$ cat src/rtl/pla_pkg.sv
package pla_pkg;
    typedef enum logic [1:0] {
        ST_BLANK  = 2'd0,
        ST_SHIFT  = 2'd1,
        ST_ACTIVE = 2'd2
    } pla_state_e;
endpackage

$ cat src/rtl/pla_cfg_chain.sv
module pla_cfg_chain #(
    parameter int TOTAL = 32
) (
    input  logic             clk,
    input  logic             rst_n,
    input  logic             shift_en,
    input  logic             din,
    output logic [TOTAL-1:0] cfg_q,
    output logic             full
);
    localparam int CW = $clog2(TOTAL + 1);

    logic [CW-1:0] cnt_q;

    // newest bit enters at the top; after TOTAL shifts the first bit sits at index 0
    always_ff @(posedge clk or negedge rst_n) begin
        if (!rst_n) begin
            cfg_q <= '0;
        end else if (shift_en) begin
            cfg_q <= {din, cfg_q[TOTAL-1:1]};
        end
    end

    always_ff @(posedge clk or negedge rst_n) begin
        if (!rst_n) begin
            cnt_q <= '0;
        end else if (shift_en && (cnt_q != CW'(TOTAL))) begin
            cnt_q <= cnt_q + 1'b1;
        end
    end

    assign full = (cnt_q == CW'(TOTAL));
endmodule

$ cat src/rtl/pla_and_plane.sv
module pla_and_plane #(
    parameter int N_IN = 16,
    parameter int N_PT = 32
) (
    input  logic [2*N_IN*N_PT-1:0] and_cfg,
    input  logic [N_IN-1:0]        x,
    output logic [N_PT-1:0]        pt
);
    localparam int LW = 2 * N_IN;

    logic [LW-1:0] lits;

    generate
        for (genvar i = 0; i < N_IN; i++) begin : g_lit
            assign lits[2*i]   = x[i];
            assign lits[2*i+1] = ~x[i];
        end
        for (genvar t = 0; t < N_PT; t++) begin : g_term
            logic [LW-1:0] en;
            assign en    = and_cfg[t*LW +: LW];
            assign pt[t] = (|en) & (&(lits | ~en));
        end
    endgenerate
endmodule

$ cat src/rtl/pla_or_plane.sv
module pla_or_plane #(
    parameter int N_PT  = 32,
    parameter int N_OUT = 8
) (
    input  logic [N_PT*N_OUT-1:0] or_cfg,
    input  logic [N_PT-1:0]       pt,
    output logic [N_OUT-1:0]      sum
);
    generate
        for (genvar o = 0; o < N_OUT; o++) begin : g_out
            assign sum[o] = |(pt & or_cfg[o*N_PT +: N_PT]);
        end
    endgenerate
endmodule

$ cat src/rtl/pla_ctrl.sv
module pla_ctrl
    import pla_pkg::*;
(
    input  logic       clk,
    input  logic       rst_n,
    input  logic       load_en,
    input  logic       full,
    output pla_state_e state_q,
    output logic       out_en
);
    pla_state_e state_d;

    always_comb begin
        state_d = state_q;
        unique case (state_q)
            ST_BLANK, ST_SHIFT, ST_ACTIVE: begin
                if (load_en)   state_d = ST_SHIFT;
                else if (full) state_d = ST_ACTIVE;
                else           state_d = ST_BLANK;
            end
            default: state_d = ST_BLANK;
        endcase
    end

    always_ff @(posedge clk or negedge rst_n) begin
        if (!rst_n) state_q <= ST_BLANK;
        else        state_q <= state_d;
    end

    always_comb begin
        unique case (state_q)
            ST_ACTIVE: out_en = 1'b1;
            default:   out_en = 1'b0;
        endcase
    end
endmodule

$ cat src/rtl/cfg_pla.sv
module cfg_pla
    import pla_pkg::*;
#(
    parameter int N_IN  = 16,
    parameter int N_PT  = 32,
    parameter int N_OUT = 8
) (
    input  logic             clk,
    input  logic             rst_n,
    input  logic             load_en,
    input  logic             cfg_bit,
    input  logic [N_IN-1:0]  x,
    output logic [N_OUT-1:0] y,
    output logic             config_done
);
    localparam int AND_BITS = 2 * N_IN * N_PT;
    localparam int OR_BITS  = N_PT * N_OUT;
    localparam int TOTAL    = AND_BITS + OR_BITS;

    logic [TOTAL-1:0] cfg_q;
    logic             full;
    logic [N_PT-1:0]  pt;
    logic [N_OUT-1:0] sum;
    logic             out_en;
    pla_state_e       state_q;

    pla_cfg_chain #(.TOTAL(TOTAL)) u_chain (
        .clk      (clk),
        .rst_n    (rst_n),
        .shift_en (load_en),
        .din      (cfg_bit),
        .cfg_q    (cfg_q),
        .full     (full)
    );

    pla_ctrl u_ctrl (
        .clk     (clk),
        .rst_n   (rst_n),
        .load_en (load_en),
        .full    (full),
        .state_q (state_q),
        .out_en  (out_en)
    );

    pla_and_plane #(.N_IN(N_IN), .N_PT(N_PT)) u_and (
        .and_cfg (cfg_q[AND_BITS-1:0]),
        .x       (x),
        .pt      (pt)
    );

    pla_or_plane #(.N_PT(N_PT), .N_OUT(N_OUT)) u_or (
        .or_cfg (cfg_q[TOTAL-1:AND_BITS]),
        .pt     (pt),
        .sum    (sum)
    );

    assign y           = out_en ? sum : '0;
    assign config_done = full;
endmodule

$ cat config.mk
export PLATFORM = sky130hd
export DESIGN_NAME = cfg_pla
export DESIGN_NICKNAME = d
export VERILOG_FILES = /design/src/rtl/pla_pkg.sv /design/src/rtl/pla_cfg_chain.sv /design/src/rtl/pla_and_plane.sv /design/src/rtl/pla_or_plane.sv /design/src/rtl/pla_ctrl.sv /design/src/rtl/cfg_pla.sv
export SDC_FILE = /design/constraint.sdc
export NUM_CORES = 2
export LEC_CHECK = 0
export BUFFER_PORTS_ARGS = -buffer_cell sky130_fd_sc_hd__buf_2
export CAP_MARGIN = 15
export CORE_MARGIN = 2
export CORE_UTILIZATION = 50
export CTS_BUF_LIST = sky130_fd_sc_hd__clkbuf_8
export DETAILED_ROUTE_END_ITERATION = 8
export GPL_TIMING_DRIVEN = 1
export PLACE_DENSITY = 0.67
export SETUP_SLACK_MARGIN = 0.05
export SLEW_MARGIN = 40
export SYNTH_ARGS = -nofsm -noshare
export SYNTH_HDL_FRONTEND = slang
export SYNTH_SLANG_ARGS = --single-unit
$ cat constraint.sdc
create_clock -name clk -period 3.2 [get_ports clk]
set_input_delay 0.64 -clock clk [delete_from_list [all_inputs] [get_ports clk]]
set_output_delay 0.64 -clock clk [all_outputs]
set_load 0.05 [all_outputs]
# Word level (Yosys, flattened, before mapping)

Index checks and enable logic that the tools add are counted.

Bits in registers: 1293
Bits of input ports: 20
Logic and storage cells: 208

$add $sub $neg: 1
Eq/ne operators: 4
Mux-type cells: 5
Bitwise gates (word level): 120
Reductions and logical operators: 75

Operators by type and width:

| kind                  | count |
|---|---|
| $reduce_or 32->1      | 40 |
| $not 32->32           | 32 |
| $or 32x32->32         | 32 |
| $reduce_and 32->1     | 32 |
| $and 32x32->32        | 8 |
| $and 1x1->1           | 32 |
| $not 1->1             | 16 |
| $add 11x1->11 const B | 1 |
| $eq 11x11->1 const B  | 1 |
| $ne 11x11->1 const B  | 1 |
| $mux 8                | 1 |
| $mux 2                | 3 |
| $reduce_or 3->1       | 1 |
| $eq 2x1->1 const B    | 1 |
| $eq 2x2->1 const B    | 1 |
| $logic_not 2->1       | 1 |
| $logic_and 1x1->1     | 1 |
| $mux 1                | 1 |

# Depth between registers and ports, before layout

Depth after elaboration: 7
Depth in mapped cells: 11
Mapped depth without buffers: 8

# Hierarchy

From an unflattened synthesis, not the netlist that was laid out.

Cells, all modules: 4053
Area total of the unflattened synthesis: 58284.6 um2

By module, submodules not included:

| module        | instances | cells each | area an instance (um2) | sequential area each (um2) |
|---|---|---|---|---|
| pla_cfg_chain | 1         | 2751       | 47709.5                | 32306.0 |
| pla_and_plane | 1         | 1088       | 8999.9                 | 0.0 |
| pla_or_plane  | 1         | 200        | 1442.6                 | 0.0 |
| pla_ctrl      | 1         | 6          | 82.6                   | 50.0 |
| cfg_pla       | 1         | 8          | 50.0                   | 0.0 |

# Worst setup path after synthesis

OpenSTA, ideal clock, no wires.

Kind: input-to-output
From: input port x[14]
To: output port y[6]
Arrival: 3.280 ns
Data required time: 2.560 ns
Setup slack: -0.720 ns
Stages on the path: 11
Path buffers: 4
Path through: buf_2 -> buf_4 -> buf_2 -> mux2i_1 -> nand4_1 -> or4_1 -> buf_2 -> nor3b_1 -> nor3_1 -> and4_1 -> a21oi_1

Word-level cells in the longest chain between the ends: 7
Elaborated cells on any way between the ends: 100
Classes of those cells: mux: 1; bitwise: 66; reduce/logical: 33

RTL lines:

| what                 | line                | source |
|---|---|---|
| from (decl)          | cfg_pla.sv:12       | `input logic [N_IN-1:0] x,` |
| $not 1->1            | pla_and_plane.sv:16 | `assign lits[2*i+1] = ~x[i];` |
| $or 32x32->32        | pla_and_plane.sv:21 | `assign pt[t] = (\|en) & (&(lits \| ~en));` |
| $reduce_and 32->1    | pla_and_plane.sv:21 |  |
| $and 1x1->1          | pla_and_plane.sv:21 |  |
| $and 32x32->32 (*)   | pla_or_plane.sv:11  | `assign sum[o] = \|(pt & or_cfg[o*N_PT +: N_PT]);` |
| $reduce_or 32->1 (*) | pla_or_plane.sv:11  |  |
| $mux 8 (*)           | cfg_pla.sv:57       | `assign y = out_en ? sum : '0;` |
| to (decl)            | cfg_pla.sv:13       | `output logic [N_OUT-1:0] y,` |

Every way passes the cells marked *; elsewhere a longest branch is shown, timed or not.

# Worst setup path in the final report

From: register u_chain.cfg_q[992]
To: output port y[0]

Word-level cells in the longest chain between the ends: 7
Elaborated cells on any way between the ends: 8
Classes of those cells: mux: 1; bitwise: 4; reduce/logical: 3

RTL lines:

| what                   | line                | source |
|---|---|---|
| from (decl)            | pla_cfg_chain.sv:8  | `output logic [TOTAL-1:0] cfg_q,` |
| from (signal assigned) | pla_cfg_chain.sv:20 | `cfg_q <= {din, cfg_q[TOTAL-1:1]};` |
| $not 32->32            | pla_and_plane.sv:21 |  |
| $or 32x32->32          | pla_and_plane.sv:21 |  |
| $reduce_and 32->1      | pla_and_plane.sv:21 |  |
| $and 1x1->1 (*)        | pla_and_plane.sv:21 |  |
| $and 32x32->32 (*)     | pla_or_plane.sv:11  |  |
| $reduce_or 32->1 (*)   | pla_or_plane.sv:11  |  |
| $mux 8 (*)             | cfg_pla.sv:57       |  |

Marked as above.

==> summary.md <==
| Metric | Value |
|---|---|
| Outcome | `finished with violations` |
| Failing checks | `setup timing` |
| Placed inst area | `approximately 67000 um2` |
| Starting density of the core | `between 50% and 60%` |
| Slew margin rel. | `~53%` |
| Part of the Yosys area used for sequential elements | `approximately 55%` |
| Routed Antenna Nets | `0` |
| Period Utilization, post-route | `133%` |
| Initial antenna violation count | `5` |
| Core Util, Final | `61.1%` |
| Yosys warnings | `0` |
| Post-synthesis cell count | `between 4k and 5k` |
| Io pins | `29` |
| Post-synth EDFFs | `0` |
| Critical path startpoint category | `register` |
| Vias in the first global route | `roughly 41k` |
| Design Area, Final | `a little over 70000 um2` |
| Total track usage | `about a quarter` |
| Share of cells above drive strength 1 | `roughly half` |
| CTS tree | `yes` |
| GRT Residual Overflow | `0` |
| Chip width | `about 350 um` |
| CTS Buf Count | `213` |
| Max-slew violation count | `0` |
| IO Port Bufs | `28` |
| Hold Crit Class | `input port to asynchronous set/reset pin` |
| DP Cell Count | `approximately 6.3k` |
| Worst Tran Pin Value | `around 0.7 ns` |
| Top FF cell, synth | `dfrtp_1` |
| Sequential power share | `between 50% and 60%` |
| Cell internal pwr | `approximately 26 mW` |
| DR WL/cell | `about 24 um` |
| Final Non-Filler Cells | `between 6k and 7k` |
| Post-route DRC | `0` |
| CP Data Required Time | `between 2 and 3 ns` |
| Clock power share | `roughly two fifths` |
| Via count | `39.4k` |
| # H-tree levels | `4` |
| Worst Path Max Fanout | `8` |
| Sinks on Clock Net | `about 1.3k` |
| Fin crit period | `about 4.2 ns` |
| Combinational share of power | `roughly 8.3%` |
| Setup violations, final | `8` |
| Area Growth Syn to Fin | `21.7%` |
| First DRT Iteration DRCs | `about 2.8k` |
| GP Congestion | `between 0.9 and 1` |
| Setup WS pre-CTS | `-1.07 ns` |
| Critical Path AT | `around 3.6 ns` |
| Post-DR vias/cell | `between 5 and 6` |
| Synth cell types | `31` |
| RSZ-0062 raised after global routing | `yes` |
| Synth Cell Area | `~60000 um2` |
| Switching power | `~9 mW` |
| Die height | `between 300 and 400 um` |
| Async set-reset flop share out of synthesis | `between 90% and 100%` |
| Cell Rows | `roughly 130` |
| Max Buffers Root-to-Sink | `3` |
| Global-route wire length before repair | `246000 um` |
| CP Class | `register to output port` |
| PD cells | `slightly below 500 nW/um2` |
| # fillers | `just over 9k` |
| Fmax | `about 240 MHz` |
| Die ar. | `about 120000 um2` |
| Root buffer cell | `clkbuf_8` |
| Syn Nets | `approximately 4.3k` |
| DRT Pass-1 Iters | `5` |
| Nets | `approximately 5k` |
| CP Capture Type | `output port` |
| CTS clk-pin slew, worst paths | `around 0.060 ns` |
| Pwr Total | `approximately 35 mW` |
| Switching Fraction | `about 26%` |
| Hold slack | `0.173 ns` |
| DP HPWL | `113000 um` |
| Max-cap viol count | `0` |
| Core Region | `between 100000 and 150000 um2` |
| Fin worst setup slack | `-1.05 ns` |
| Fin. Hold Viols | `0` |
| Setup TNS Final | `-8.10 ns` |
| Largest net degree at the start of global routing | `160` |
| FF-to-FF path depth | `9` |
| Leak | `36.9 nW` |
| Syn avg cell area | `13.9 um2` |
| VDD IR-drop max | `around 460 uV` |
| Final WL | `158000 um` |
| Skew final | `0.0328 ns` |
| Clock latency on the worst-skew pair | `0.93 ns` |
| Yosys reg bits | `between 1k and 1.5k` |
[metal layers]
| layer | GRT usage [%] | vias to the layer above | part of all wire (%) |
|---|---|---|---|
| li1 | - | 17700 | - |
| met2 | 40.9 | 939 | 46 |
| met4 | 8.07 | 2 | 2.8 |
| met3 | 4.36 | 273 | 5.5 |
| met1 | 38.4 | 20500 | 46 |
| met5 | 0 | - | 0.0082 |
[area by class of cell]
cell class	instances	area [um2]	share of cell area, %
clock inverters	114	619	0.863
multi-input cells	2690	26300	36.7
diodes	1	2.50	0.00348
flip-flops and latches	1293	32400	45.1
repair buffers	748	6780	9.44
inverters	17	63.8	0.0889
clock buffers	270	3720	5.18
well taps	1536	1920	2.68
[registers in the layout, summed over array words and instances (netlist names)]
register	count
u_chain.cfg_q	1280
u_chain.cnt_q	11
u_ctrl.state_q	2
[cell usage in the layout, fill, tap and decap left out, types with 10 or more instances in the layout]
cell / Yosys / final
dfrtp_1: 1293 / 1293
mux2_2: 1267 / 1267
buf_4: 12 / 642
mux2i_1: 512 / 500
clkbuf_8: 0 / 270
nor4_1: 305 / 257
nand4_1: 198 / 198
nor3b_1: 224 / 192
inv_1: 17 / 90
buf_12: 0 / 87
nor4_2: 0 / 32
o21ai_0: 32 / 32
nor3b_2: 0 / 28
nor2_1: 32 / 26
clkinv_2: 0 / 25
or4_4: 0 / 20
or4_1: 39 / 19
nand2_1: 19 / 19
nor4_4: 0 / 16
buf_6: 30 / 13
mux2i_2: 0 / 11
nor3_1: 11 / 10
[power by group through the flow]
| stage | Clock (mW) | Sequential [mW] | Combinational [mW] |
|---|---|---|---|
| after global placement | 0 | 17.8 | 2.84 |
| final | 14.7 | 17.6 | 2.91 |
| after detailed placement | 0 | 17.8 | 2.89 |
| after global routing | 15.8 | 17.6 | 3.10 |
| after floorplan | 0 | 17.5 | 1.72 |
| after CTS | 15.0 | 17.6 | 2.91 |
[repair_timing]
| item | CTS | global route |
|---|---|---|
| endpoints found under the hold margin | 235 | 0 |
| cloned | 0 | 0 |
| gates resized for setup | 67 | 89 |
| pin swaps | 42 | 31 |
| hold buffers | 2 | 0 |
| setup endpoints to repair | 9 | 8 |
| buffers inserted | 4 | 12 |
[synth_stat cells, types with 11 or more instances]
| cell type | number | area, um2 |
|---|---|---|
| nor2_1 | 32 | 120 |
| dfrtp_1 | 1293 | 32400 |
| nor4_1 | 305 | 1910 |
| nand2_1 | 19 | 71.3 |
| buf_2 | 28 | 140 |
| or4_1 | 39 | 293 |
| buf_4 | 12 | 90.1 |
| o32ai_1 | 14 | 123 |
| inv_1 | 17 | 63.8 |
| o21ai_0 | 32 | 160 |
| nor3_1 | 11 | 55.1 |
| buf_6 | 30 | 338 |
| nand4_1 | 198 | 1240 |
| nor3b_1 | 224 | 1680 |
| mux2_2 | 1267 | 14300 |
| clkbuf_1 | 164 | 616 |
| mux2i_1 | 512 | 5120 |
[logic make-up (layout without fill, tap and decap cells)]
group           Yosys count  in the layout  share of synthesized area (%)
xor+xnor                 10             10                          0.148
other cells               0              1                              0
mux                    1779           1779                           32.9
buf+inv                 259           1149                           2.17
simple gates            841            841                           9.30
flops                  1293           1293                           54.8
fa+ha+maj                 2              2                         0.0424
compound gates           58             58                          0.638
[path summary, 6_finish.rpt]
kind                            slack (ns)             endpoint          startpoint
worst max-delay path                 -1.05                 y[0]  u_chain.cfg_q[992]
worst min-delay path                  0.17  u_chain.cfg_q[1195]               rst_n
worst max register to register        1.32     u_chain.cnt_q[9]    u_chain.cnt_q[0]
worst min register to register        0.46    u_ctrl.state_q[1]   u_ctrl.state_q[0]
max in group asynchronous             1.87   u_chain.cfg_q[891]               rst_n
min in group clk                      0.23   u_chain.cfg_q[114]             load_en
[worst max-delay path, cell delays in order, from the launching register on]
cell     delay, ns
dfrtp_1       0.45
mux2i_4       0.26
nand4_1       0.13
or4_1         0.41
buf_4         0.19
nor3b_1       0.41
nor3_1        0.12
and4_4        0.24
a41oi_4       0.29
buf_12        0.18
(Power assumes the default switching activity.)
